[src/rtl/ear_pkg.sv]
package ear_pkg;
    typedef enum logic [2:0] {
        PC_NONE  = 3'd0,
        PC_RD_ONE = 3'd1,
        PC_RD_BLK = 3'd2,
        PC_WR    = 3'd3,
        PC_WDATA = 3'd4,
        PC_WEOD  = 3'd5
    } pcmd_e;

    typedef enum logic [2:0] {
        AC_IDLE = 3'd0,
        AC_DATA = 3'd1,
        AC_EOD  = 3'd2,
        AC_NULL = 3'd7
    } acmd_e;

    typedef enum logic [1:0] {
        ST_IDLE,
        ST_WAIT,
        ST_RESP,
        ST_WRITE
    } st_e;
endpackage

[src/rtl/ear_mem.sv]
module ear_mem #(
    parameter int DATA_W = 32,
    parameter int DEPTH  = 16,
    localparam int AW    = $clog2(DEPTH)
) (
    input  logic              clk,
    input  logic              rst_n,
    input  logic              we,
    input  logic [AW-1:0]     waddr,
    input  logic [DATA_W-1:0] wdata,
    input  logic [AW-1:0]     raddr,
    output logic [DATA_W-1:0] rdata
);
    logic [DATA_W-1:0] mem_q [DEPTH];

    always_ff @(posedge clk) begin
        if (!rst_n) begin
            for (int i = 0; i < DEPTH; i++) mem_q[i] <= '0;
        end else if (we) begin
            mem_q[waddr] <= wdata;
        end
    end

    assign rdata = mem_q[raddr];
endmodule

[src/rtl/ear_stall_mask.sv]
module ear_stall_mask #(
    parameter int PAT_LEN = 6,
    parameter logic [PAT_LEN-1:0] MASK = 6'b110011,
    localparam int PW = (PAT_LEN > 1) ? $clog2(PAT_LEN) : 1
) (
    input  logic [PW-1:0] pos,
    output logic          slot,
    output logic [PW-1:0] pos_nxt
);
    assign slot = MASK[pos];

    generate
        if ((1 << PW) == PAT_LEN) begin : g_pow2
            assign pos_nxt = pos + PW'(1);
        end else begin : g_wrap
            assign pos_nxt = (pos == PW'(PAT_LEN - 1)) ? '0 : pos + PW'(1);
        end
    endgenerate
endmodule

[src/rtl/ext_agent_responder.sv]
module ext_agent_responder #(
    parameter int DATA_W    = 32,
    parameter int DEPTH     = 16,
    parameter int LATENCY   = 4,
    parameter int BLK_BEATS = 4,
    parameter int PAT_LEN   = 6,
    parameter logic [PAT_LEN-1:0] STALL_MASK = 6'b110011
) (
    input  logic              clk,
    input  logic              rst_n,
    input  logic              proc_valid_i,
    input  logic [2:0]        proc_cmd_i,
    input  logic [DATA_W-1:0] proc_ad_i,
    input  logic              proc_release_i,
    input  logic              null_req_i,
    output logic              agent_valid_o,
    output logic [2:0]        agent_cmd_o,
    output logic [DATA_W-1:0] agent_ad_o,
    output logic              rd_rdy_o,
    output logic              wr_rdy_o
);
    import ear_pkg::*;

    localparam int AW        = $clog2(DEPTH);
    localparam int PW        = (PAT_LEN > 1) ? $clog2(PAT_LEN) : 1;
    localparam int BW        = $clog2(BLK_BEATS) + 1;
    localparam int WAIT_INIT = LATENCY - 3;
    localparam int CW        = (LATENCY > 2) ? $clog2(LATENCY) : 1;

    typedef struct packed {
        st_e               st;
        logic [AW-1:0]     addr;
        logic [BW-1:0]     left;
        logic [PW-1:0]     pos;
        logic [CW-1:0]     cnt;
        logic              vld;
        logic [2:0]        cmd;
        logic [DATA_W-1:0] dat;
    } state_t;

    state_t r_q, r_d;

    logic              we;
    logic [DATA_W-1:0] rd_word;
    logic              slot;
    logic [PW-1:0]     pos_nxt;

    ear_mem #(.DATA_W(DATA_W), .DEPTH(DEPTH)) mem_i (
        .clk   (clk),
        .rst_n (rst_n),
        .we    (we),
        .waddr (r_q.addr),
        .wdata (proc_ad_i),
        .raddr (r_q.addr),
        .rdata (rd_word)
    );

    ear_stall_mask #(.PAT_LEN(PAT_LEN), .MASK(STALL_MASK)) mask_i (
        .pos     (r_q.pos),
        .slot    (slot),
        .pos_nxt (pos_nxt)
    );

    always_comb begin
        r_d     = r_q;
        r_d.vld = 1'b0;
        r_d.cmd = AC_IDLE;
        r_d.dat = '0;
        we      = 1'b0;
        unique case (r_q.st)
            ST_IDLE: begin
                if (proc_valid_i) begin
                    if (proc_cmd_i == PC_RD_ONE || proc_cmd_i == PC_RD_BLK) begin
                        r_d.st   = ST_WAIT;
                        r_d.addr = proc_ad_i[AW-1:0];
                        r_d.cnt  = CW'(WAIT_INIT);
                        r_d.left = (proc_cmd_i == PC_RD_BLK) ? BW'(BLK_BEATS) : BW'(1);
                    end else if (proc_cmd_i == PC_WR) begin
                        r_d.st   = ST_WRITE;
                        r_d.addr = proc_ad_i[AW-1:0];
                    end
                end else if (null_req_i && proc_release_i) begin
                    r_d.vld = 1'b1;
                    r_d.cmd = AC_NULL;
                end
            end
            ST_WAIT: begin
                if (r_q.cnt == '0) begin
                    r_d.st  = ST_RESP;
                    r_d.pos = '0;
                end else begin
                    r_d.cnt = r_q.cnt - CW'(1);
                end
            end
            ST_RESP: begin
                if (proc_release_i) begin
                    r_d.pos = pos_nxt;
                    if (slot) begin
                        r_d.vld  = 1'b1;
                        r_d.dat  = rd_word;
                        r_d.cmd  = (r_q.left == BW'(1)) ? AC_EOD : AC_DATA;
                        r_d.addr = r_q.addr + AW'(1);
                        r_d.left = r_q.left - BW'(1);
                        if (r_q.left == BW'(1)) r_d.st = ST_IDLE;
                    end
                end
            end
            ST_WRITE: begin
                if (proc_valid_i && (proc_cmd_i == PC_WDATA || proc_cmd_i == PC_WEOD)) begin
                    we       = 1'b1;
                    r_d.addr = r_q.addr + AW'(1);
                    if (proc_cmd_i == PC_WEOD) r_d.st = ST_IDLE;
                end
            end
            default: r_d.st = ST_IDLE;
        endcase
    end

    always_ff @(posedge clk) begin
        if (!rst_n) begin
            r_q     <= '0;
            r_q.st  <= ST_IDLE;
            r_q.cmd <= AC_IDLE;
        end else begin
            r_q <= r_d;
        end
    end

    assign agent_valid_o = r_q.vld;
    assign agent_cmd_o   = r_q.cmd;
    assign agent_ad_o    = r_q.dat;
    assign rd_rdy_o      = (r_q.st == ST_IDLE);
    assign wr_rdy_o      = (r_q.st == ST_IDLE);


    release_first_chk: assert property (@(posedge clk) disable iff (!rst_n)
        agent_valid_o |-> $past(proc_release_i));


    rdy_drop_chk: assert property (@(posedge clk) disable iff (!rst_n)
        (proc_valid_i && rd_rdy_o && (proc_cmd_i == PC_RD_ONE || proc_cmd_i == PC_RD_BLK))
        |=> !rd_rdy_o);


    eod_last_chk: assert property (@(posedge clk) disable iff (!rst_n)
        (agent_valid_o && agent_cmd_o == AC_EOD) |=> (agent_cmd_o != AC_DATA));


    null_cause_chk: assert property (@(posedge clk) disable iff (!rst_n)
        (agent_valid_o && agent_cmd_o == AC_NULL) |-> $past(null_req_i));


    strobe_cmd_chk: assert property (@(posedge clk) disable iff (!rst_n)
        agent_valid_o == (agent_cmd_o != AC_IDLE));
endmodule

[config.mk]
export PLATFORM = sky130hd
export DESIGN_NAME = ext_agent_responder
export DESIGN_NICKNAME = d
export VERILOG_FILES = /design/src/rtl/ear_pkg.sv /design/src/rtl/ear_mem.sv /design/src/rtl/ear_stall_mask.sv /design/src/rtl/ext_agent_responder.sv
export SDC_FILE = /design/constraint.sdc
export NUM_CORES = 1
export LEC_CHECK = 0
export BUFFER_PORTS_ARGS = -buffer_cell sky130_fd_sc_hd__buf_2
export CAP_MARGIN = 20
export CORE_MARGIN = 2
export CORE_UTILIZATION = 25
export CTS_BUF_LIST = sky130_fd_sc_hd__clkbuf_2 sky130_fd_sc_hd__clkbuf_4 sky130_fd_sc_hd__clkbuf_8
export DETAILED_ROUTE_END_ITERATION = 8
export SLEW_MARGIN = 20
export SYNTH_ARGS = -nofsm -noshare
export SYNTH_HDL_FRONTEND = slang
export SYNTH_SLANG_ARGS = --single-unit
[constraint.sdc]
create_clock -name clk -period 4.05 [get_ports clk]
set_input_delay 0 -clock clk [delete_from_list [all_inputs] [get_ports clk]]
set_output_delay 0 -clock clk [all_outputs]
set_load 0.01 [all_outputs]
# Word-level counts from Yosys, hierarchy flattened
# Memories as Yosys holds them, arrays and structs flattened. A register that Yosys moved wholly into a read port is not among the register bits.
# Index checks and enable logic that the tools add are counted.
# totals
reg_bits	50
ram_bits	512
romBits	8
n_memories	2
# classes
addsub	4
n_lt_le_gt_ge	1
n_eq_ne	20
muxes	41
n_reduce_logical	17
# mem_list
memory	depth	width	rd	rd_clocked_by_memory_dff	wr	line	text
mem_i.mem_q	16	32	1	1	16	ear_mem.sv:14	logic [DATA_W-1:0] mem_q [DEPTH];
(no name shown)	8	1	1	1	0	ear_stall_mask.sv:10	assign slot = MASK[pos];
# ops
op	n
2-to-1 mux 36 bit	2
2-to-1 mux 32 bit	1
OR reduction 32 bit	1
2-to-1 mux 4 bit	5
2-to-1 mux 3 bit	6
2-to-1 mux 6 bit	3
2-to-1 mux 9 bit	2
2-to-1 mux 2 bit	7
!= test 2 bit (second input constant)	7
2-to-1 mux 12 bit	1
one-hot mux 3 bit (2 select lines)	2
one-hot mux 4 bit (3 select lines)	1
equality test 3 bit (second input constant)	3
2-to-1 mux 1 bit	8
one-hot mux 2 bit (4 select lines)	1
one-hot mux 4 bit (2 select lines)	1
AND reduction 4 bit	2
AND reduction 8 bit	1
equality test 3 x 1 -> 1 bit (second input constant)	2
equality test 3 x 2 -> 1 bit (second input constant)	2
AND reduction 6 bit	1
nonzero test 2 bit	3
AND reduction 5 bit	1
adder 4 x 1 -> 4 bit (second input constant)	1
14 further kinds	19

# Logic depth before layout (Yosys ltp)
# Gate-level depths: netlist (run 1).
# logic_depth
depth_word	10
mapped_depth	7
depth_no_buf	6

# By module
# Synthesis (run 1) repeated with hierarchy kept, for this count alone.
# hier_totals
cells_unflattened	1653
hier_area_um2	25061.5
# by_module_without_submodules
mod	n_inst	cells_per_inst	area_each_um2
ear_mem	1	1416	22836.9
ext_agent_responder	1	231	2188.3
ear_stall_mask	1	6	36.3

# Worst setup path after synthesis (run 1)
# No wires, ideal clock.
# synth_path
path_kind	register to register
from	register r_q[49] in the netlist's numbering
to	memory mem_i.mem_q[12][0] (enable)
setup_time_ps	466
arrival_ps	3239
t_required_ps	3584
setup_slack_ps	345
path_stages_with_launch	5
path_buffers	1
path_cell_list	dfxtp_1 > and3_1 > nand3_1 > buf_4 > o21ai_0
# synth_lines
element	line	text
from (decl)	ext_agent_responder.sv:41	state_t r_q, r_d;
from (signal assigned)	ext_agent_responder.sv:125	r_q <= r_d;
to (decl)	ear_mem.sv:14	

==> results of run 1 <==
-- worst max-delay path: stages, from the launching register on --
cell	delay (ns)
dfxtp_1	0.80
and3_1	0.39
nand3_2	0.40
nor3_4	0.26
nand2b_2	0.54
buf_12	0.25
-- layer usage --
metal	GRT usage, %	part of all wire (%)	up-vias
met5	0	0	-
met4	3.50	1.5	0
met3	2.43	6.2	60
met2	21.7	50	429
met1	16.6	42	7385
li1	-	-	6221
-- metrics by stage --
stage | cells | worst slack [ns]
after global placement | 2950 | 1.17
final | 3173 | 1.08
after global routing | 3173 | 0.844
after floorplan | 1642 | 0.345
after CTS | 3173 | 1.06
after detailed placement | 2950 | 1.07
-- report_power, final --
group / switching [mW] / internal [mW]
registers: 0.336 / 6.61
clock network: 2.34 / 2.82
logic: 1.42 / 1.31
-- sequential cells by signal, indices dropped and copies added (netlist names), named ones only --
name / flops
mem_i.mem_q: 512
mask_i.slot: 1
agent_valid_o: 1
agent_ad_o: 32
agent_cmd_o: 3
r_q: 14
-- cells in the final DEF (no fill, tap or decap), types with 10 or more instances in the layout --
cell type	Yosys	final
buf_12	0	11
nand2_1	16	16
buf_4	50	39
o21ai_4	0	12
o22ai_1	33	33
dfxtp_1	55	52
mux4_2	128	128
buf_2	21	77
clkinv_1	1	20
inv_1	10	10
clkbuf_8	0	99
clkbuf_4	0	44
mux2i_1	67	67
edfxtp_1	512	512
and2_1	497	497
dlygate4sd3_1	0	43
nor3_1	15	15
a21oi_1	10	10
-- final cells by class --
class	instances	area (um^2)	share of cell area (%)
repair buffers	170	1330	4.48
clock buffers	143	1690	5.71
flip-flops and latches	567	16500	55.6
well taps	1357	1700	5.73
clock inverters	37	236	0.798
multi-input cells	888	8150	27.5
inverters	11	41.3	0.139
-- how the worst min path moves through the flow --
stage	from	end	depth (start not counted)
final	proc_release_i	r_q[38]$_SDFFE_PN0N_	4
after global placement	null_req_i	agent_cmd_o[2]$_SDFF_PN0_	3
after global routing	proc_release_i	r_q[38]$_SDFFE_PN0N_	4
after floorplan	proc_ad_i[10]	mem_i.mem_q[0][10]$_SDFFCE_PN0P_	1
after detailed placement	null_req_i	agent_cmd_o[2]$_SDFF_PN0_	3
after CTS	proc_release_i	r_q[38]$_SDFFE_PN0N_	4
-- cell families after synthesis --
kind of cell    Yosys count  share of synthesized area, %
compound gates           85                          2.19
mux                     196                          14.0
flops                   567                          64.8
xor+xnor                  2                        0.0690
buf+inv                 187                          3.76
fa+ha+maj                 7                         0.345
simple gates            598                          14.8
==> impl_metrics.toml, run 1 <==
[yosys]
syn_area_per_cell_um2 = 15.5
synth_cells = 1642
synthFlopType = "edfxtp_1"
yosysWarnings = 0
post-synth-top-area-cell = "edfxtp_1"
yosysMostFrequentCell = "edfxtp_1"
synth-edff-count = 512
syn_nets = 1689
ys_types = 57
synth_commonest_cells = "512 x edfxtp_1, 497 x and2_1, 128 x mux4_2, 83 x clkbuf_1, 67 x mux2i_1"
synth_top_area_share_pct = 60.5
ys_seq_area_share_pct = 64.8
yosys_register_bits = 567
ys_async_sr_fraction_pct = 0
synth.area.top_cells = "edfxtp_1 61%, and2_1 12%, mux4_2 11%"
syn_area_um2 = 25400

[timing]
fin_crit_sh_pct = 73.4
whs_ns = 0.243
fin_tns_setup_ns = 0
rsz0062_at_grt = "no"
slew_violations = 0
finClkSkew_ns = 0.0267
finalHoldViolCount = 0
tightest_slew_ns = 0.951
fmax_ghz = 0.336
finalSetupViolations = 0
slew_headroom_pct = 36.5
fin_crit_ns = 2.97

[outcome]
outcome = "finished, final reports clean"

[worst_setup_path]
cp.required_ns = 4.41
start_kind = "flip-flop"
crit_type = "flip-flop to flip-flop"
worstSetupEndpointType = "flip-flop"
rr_endpoint = "mem_i.mem_q[2][8]$_SDFFCE_PN0P_"
reg2reg_slack_ns = 1.08
crit_start = "r_q[49]$_SDFFE_PN0P_"
arrival_ns = 3.34
r2r_start = "r_q[49]$_SDFFE_PN0P_"
crit_end = "mem_i.mem_q[2][8]$_SDFFCE_PN0P_"
critPathMaxFanout = 24
r2r_cells = 5

[pwr]
leakage_nw = 10.4
p_per_area_nw_per_um2 = 500
vdd_drop_max_mv = 0.249
power.total_mw = 14.8

[floorplan]
die_y_um = 323
core-area_um2 = 100000
rows = 116
fp.dieArea_um2 = 104000
die_w_um = 323
start_util_pct = 25.3
ioPinCount = 78

[global_route]
track_usage_pct = 12.8
grt_max_degree = 56
grt.overflow.total = 0
grt_first_pass_wirelength_um = 97900
grt_pass1_vias = 15090
antenna_found_initial = 3

[finish]
drive_gt1_share_pct = 25.5
fillers = 10110
antennaDiodeCount = 0
layout.nets = 1782
syn2layout_area_growth_pct = 16.6
post-route-util_pct = 29.5
fin_area_um2 = 29600

[place]
io_buffers = 77
gp_congestion = 0.757
place_area_um2 = 27300
dp_hpwl_um = 38100

[clock_network]
cts.sink_count = 567
tritoncts = "done"
clk_latency_ns = 0.68
htreeDepth = 3
hold_buffers = 43
post_cts_resized = 0
ctsRootBufferMaster = "clkbuf_8"
post-cts-setup-buffers = 0
clk_pin_slew_ns = 0.06
cts_buffer_depth = 3
cts_made_buffers = 97

[drt]
drc_errors = 0
avgRoutedWirePerCell_um = 20.9
routed_via_density = 4.44
dr.pass1.iters = 5
num_vias = 14095
ant_nets = 0
drtIter0Drc = 1162
routed_wl_um = 66200

[flow_run]
cap_violations = 0

[worst_hold_path]
hold_path.class = "primary input to flip-flop"
(Power assumes the default switching activity.)
==> run 2: changes to the inputs <==
--- a/config.mk
+++ b/config.mk
@@ -5,6 +5,7 @@
 export SDC_FILE = /design/constraint.sdc
 export NUM_CORES = 1
 export LEC_CHECK = 0
+export ABC_AREA = 1
 export BUFFER_PORTS_ARGS = -buffer_cell sky130_fd_sc_hd__buf_2
 export CAP_MARGIN = 20
 export CORE_MARGIN = 2
==> constraint.sdc (replaced) <==
create_clock -name clk -period 2.7 [get_ports clk]
set_input_delay 0 -clock clk [delete_from_list [all_inputs] [get_ports clk]]
set_output_delay 0 -clock clk [all_outputs]
set_load 0.01 [all_outputs]
==> run 2 against run 1 <==
Against the previous run: worst hold slack better by 0.031 ns; routed wire length up 14%; setup slack lost 0.71 ns; register-to-register slack got worse by 0.71 ns; sequential cell count is the same; total power grew 75%; fmax up 28%; critical path type unchanged.
==> impl_metrics.toml, run 2 <==
[timing]
tightest_slew_ns = 0.838
slew_violations = 0
fin_crit_ns = 2.33
slew_headroom_pct = 44.1
finalHoldViolCount = 0
finalSetupViolations = 0
fin_crit_sh_pct = 86.3
fin_tns_setup_ns = 0
fmax_ghz = 0.429
rsz0062_at_grt = "no"
finClkSkew_ns = 0.0417

[worst_setup_path]
worstPathCellList = "nor2_1 > nand4_1 > dlygate4sd3_1 > nor2_1 > dlygate4sd3_1"
worstSetupEndpointType = "flip-flop"
crit_type = "flip-flop to flip-flop"
critPathMaxFanout = 13
cp_slowest_cell = "dlygate4sd3_1"
critPathMaxStageDelay_ns = 0.64
start_kind = "flip-flop"
cp.required_ns = 3.32
arrival_ns = 2.95
reg2reg_slack_ns = 0.37

[yosys]
ys_seq_area_share_pct = 63.3
syn_area_um2 = 26000
ys_async_sr_fraction_pct = 0
syn_area_per_cell_um2 = 9.34
synthSimpleGateAreaFrac_pct = 25.1
yosysWarnings = 0
synth_mux_area_share_pct = 0
yosysMostFrequentCell = "nand2_1"
synth_top_family_by_area = "simple AND/OR/NAND/NOR gates"
synth_top_area_share_pct = 59.0
ys_types = 28
synth_xor_area_share_pct = 0.0336
synth_fa_ha_area_share_pct = 0.336
yosys_register_bits = 567
post-synth-top-area-cell = "edfxtp_1"
synth.area.top_cells = "edfxtp_1 59%, nand2_1 11%, nor2_1 11%"
synthFlopType = "edfxtp_1"
syn_nets = 2834
synth_commonest_cells = "783 x nand2_1, 755 x nor2_1, 512 x edfxtp_1, 136 x inv_1, 89 x o21ai_0"
synth_compound_area_share_pct = 4.20
synth_cells = 2787
synth-edff-count = 512

[clock_network]
tritoncts = "done"
clk_latency_ns = 0.72
cts.sink_count = 567
post-cts-setup-buffers = 0
clk_pin_slew_ns = 0.06
cts_made_buffers = 91
htreeDepth = 3
hold_buffers = 46
post_cts_resized = 0
cts_buffer_depth = 3
ctsRootBufferMaster = "clkbuf_8"

[floorplan]
rows = 118
ioPinCount = 78
die_w_um = 327
fp.dieArea_um2 = 107000
core-area_um2 = 103000
die_y_um = 327
start_util_pct = 25.2

[finish]
syn2layout_area_growth_pct = 15.8
fin_area_um2 = 30200
layout_commonest_cell = "nand2_1"
regMostFlops = "mem_i.mem_q"
mostFrequentLayoutCells = "761 x nand2_1, 755 x nor2_1, 512 x edfxtp_1, 135 x inv_1, 99 x clkbuf_8"
layout.nets = 2907
post-route-util_pct = 29.2
fillers = 10836
largest_reg_flops = 512
drive_gt1_share_pct = 13.1

[drt]
routed_wl_um = 75300
ant_nets = 0
routed_via_density = 4.46
dr.pass1.iters = 7
drc_errors = 0
num_vias = 19227
drtIter0Drc = 2049
avgRoutedWirePerCell_um = 17.5

[place]
io_buffers = 77
place_area_um2 = 27800
dp_hpwl_um = 43800
gp_congestion = 0.797

[outcome]
outcome = "finished, final reports clean"

[worst_hold_path]
hold_path.class = "primary input to flip-flop"

[global_route]
antenna_found_initial = 4
grt_first_pass_wirelength_um = 115000
grt.overflow.total = 0
track_usage_pct = 14.1
grt_pass1_vias = 18593
grt_max_degree = 83

[pwr]
p_per_area_nw_per_um2 = 862
power.total_mw = 26.0
vdd_drop_max_mv = 0.532
leakage_nw = 12.6

[flow_run]
cap_violations = 0
## run 2: cell types whose count changed in the layout (fill, tap and decap cells not counted), sizes merged, moves of 33 or more
cell / delta
and2: -497
buf: +34
inv: +129
mux2i: -67
mux4: -128
nand2: +777
nand3: +71
nor2: +766
o211ai: +77
o21ai: +74
o22ai: -33
## run 2: area by class of cell
type	count	area, um^2	area share [%]
diodes	2	5.00	0.0166
clock buffers	132	1610	5.34
clock inverters	34	303	1.00
inverters	142	543	1.80
multi-input cells	1851	7780	25.8
flip-flops and latches	567	16500	54.7
well taps	1380	1730	5.72
repair buffers	207	1710	5.68
## run 2: layer usage
metal  GRT usage (%)  up-vias  wire [um]
li1                -     9106          -
met1            19.9     9282      34600
met2            21.7      706      33300
met3            2.76      131       5560
met4            4.31        2       1820
met5               0        -         13
## run 2: path summary, 6_finish.rpt
path | from | endpoint | cells after the start
hold / removal | proc_release_i | r_q[38]$_SDFFE_PN0N_ | 6
setup reg to reg | r_q[49]$_SDFFE_PN0P_ | agent_cmd_o[2]$_SDFF_PN0_ | 5
hold reg to reg | r_q[40]$_SDFFE_PN0N_ | mask_i.slot$_SDFF_PP1_ | 2
setup / recovery | r_q[49]$_SDFFE_PN0P_ | agent_cmd_o[2]$_SDFF_PN0_ | 5
## run 2: kinds of logic after synthesis
family	count (synthesis)
buffers and inverters	369
AND/OR/NAND/NOR	1663
adder cells (fa/ha/maj)	7
AO/OA/AOI/OAI	180
XOR/XNOR	1
flip-flops	567
## run 2: through the flow
stage               hold slack, ns  std cells  setup WS [ns]
global route                 0.326       4315          0.171
CTS                          0.226       4313          0.346
detailed placement           0.352       4101          0.475
finish                       0.274       4315          0.370
global placement             0.362       4101          0.506
floorplan                    0.213       2787          0.376
## run 2: worst max-delay path, delay by kind of cell (launching register included)
family,cells,cell delay (ns)
buffers and inverters,2,1.19
flip-flops,1,0.42
AND/OR/NAND/NOR,3,0.65
## run 2: power by group
group          switching [mW]  internal, mW
registers               0.283          9.96
logic                    5.42          2.44
clock network            3.59          4.33
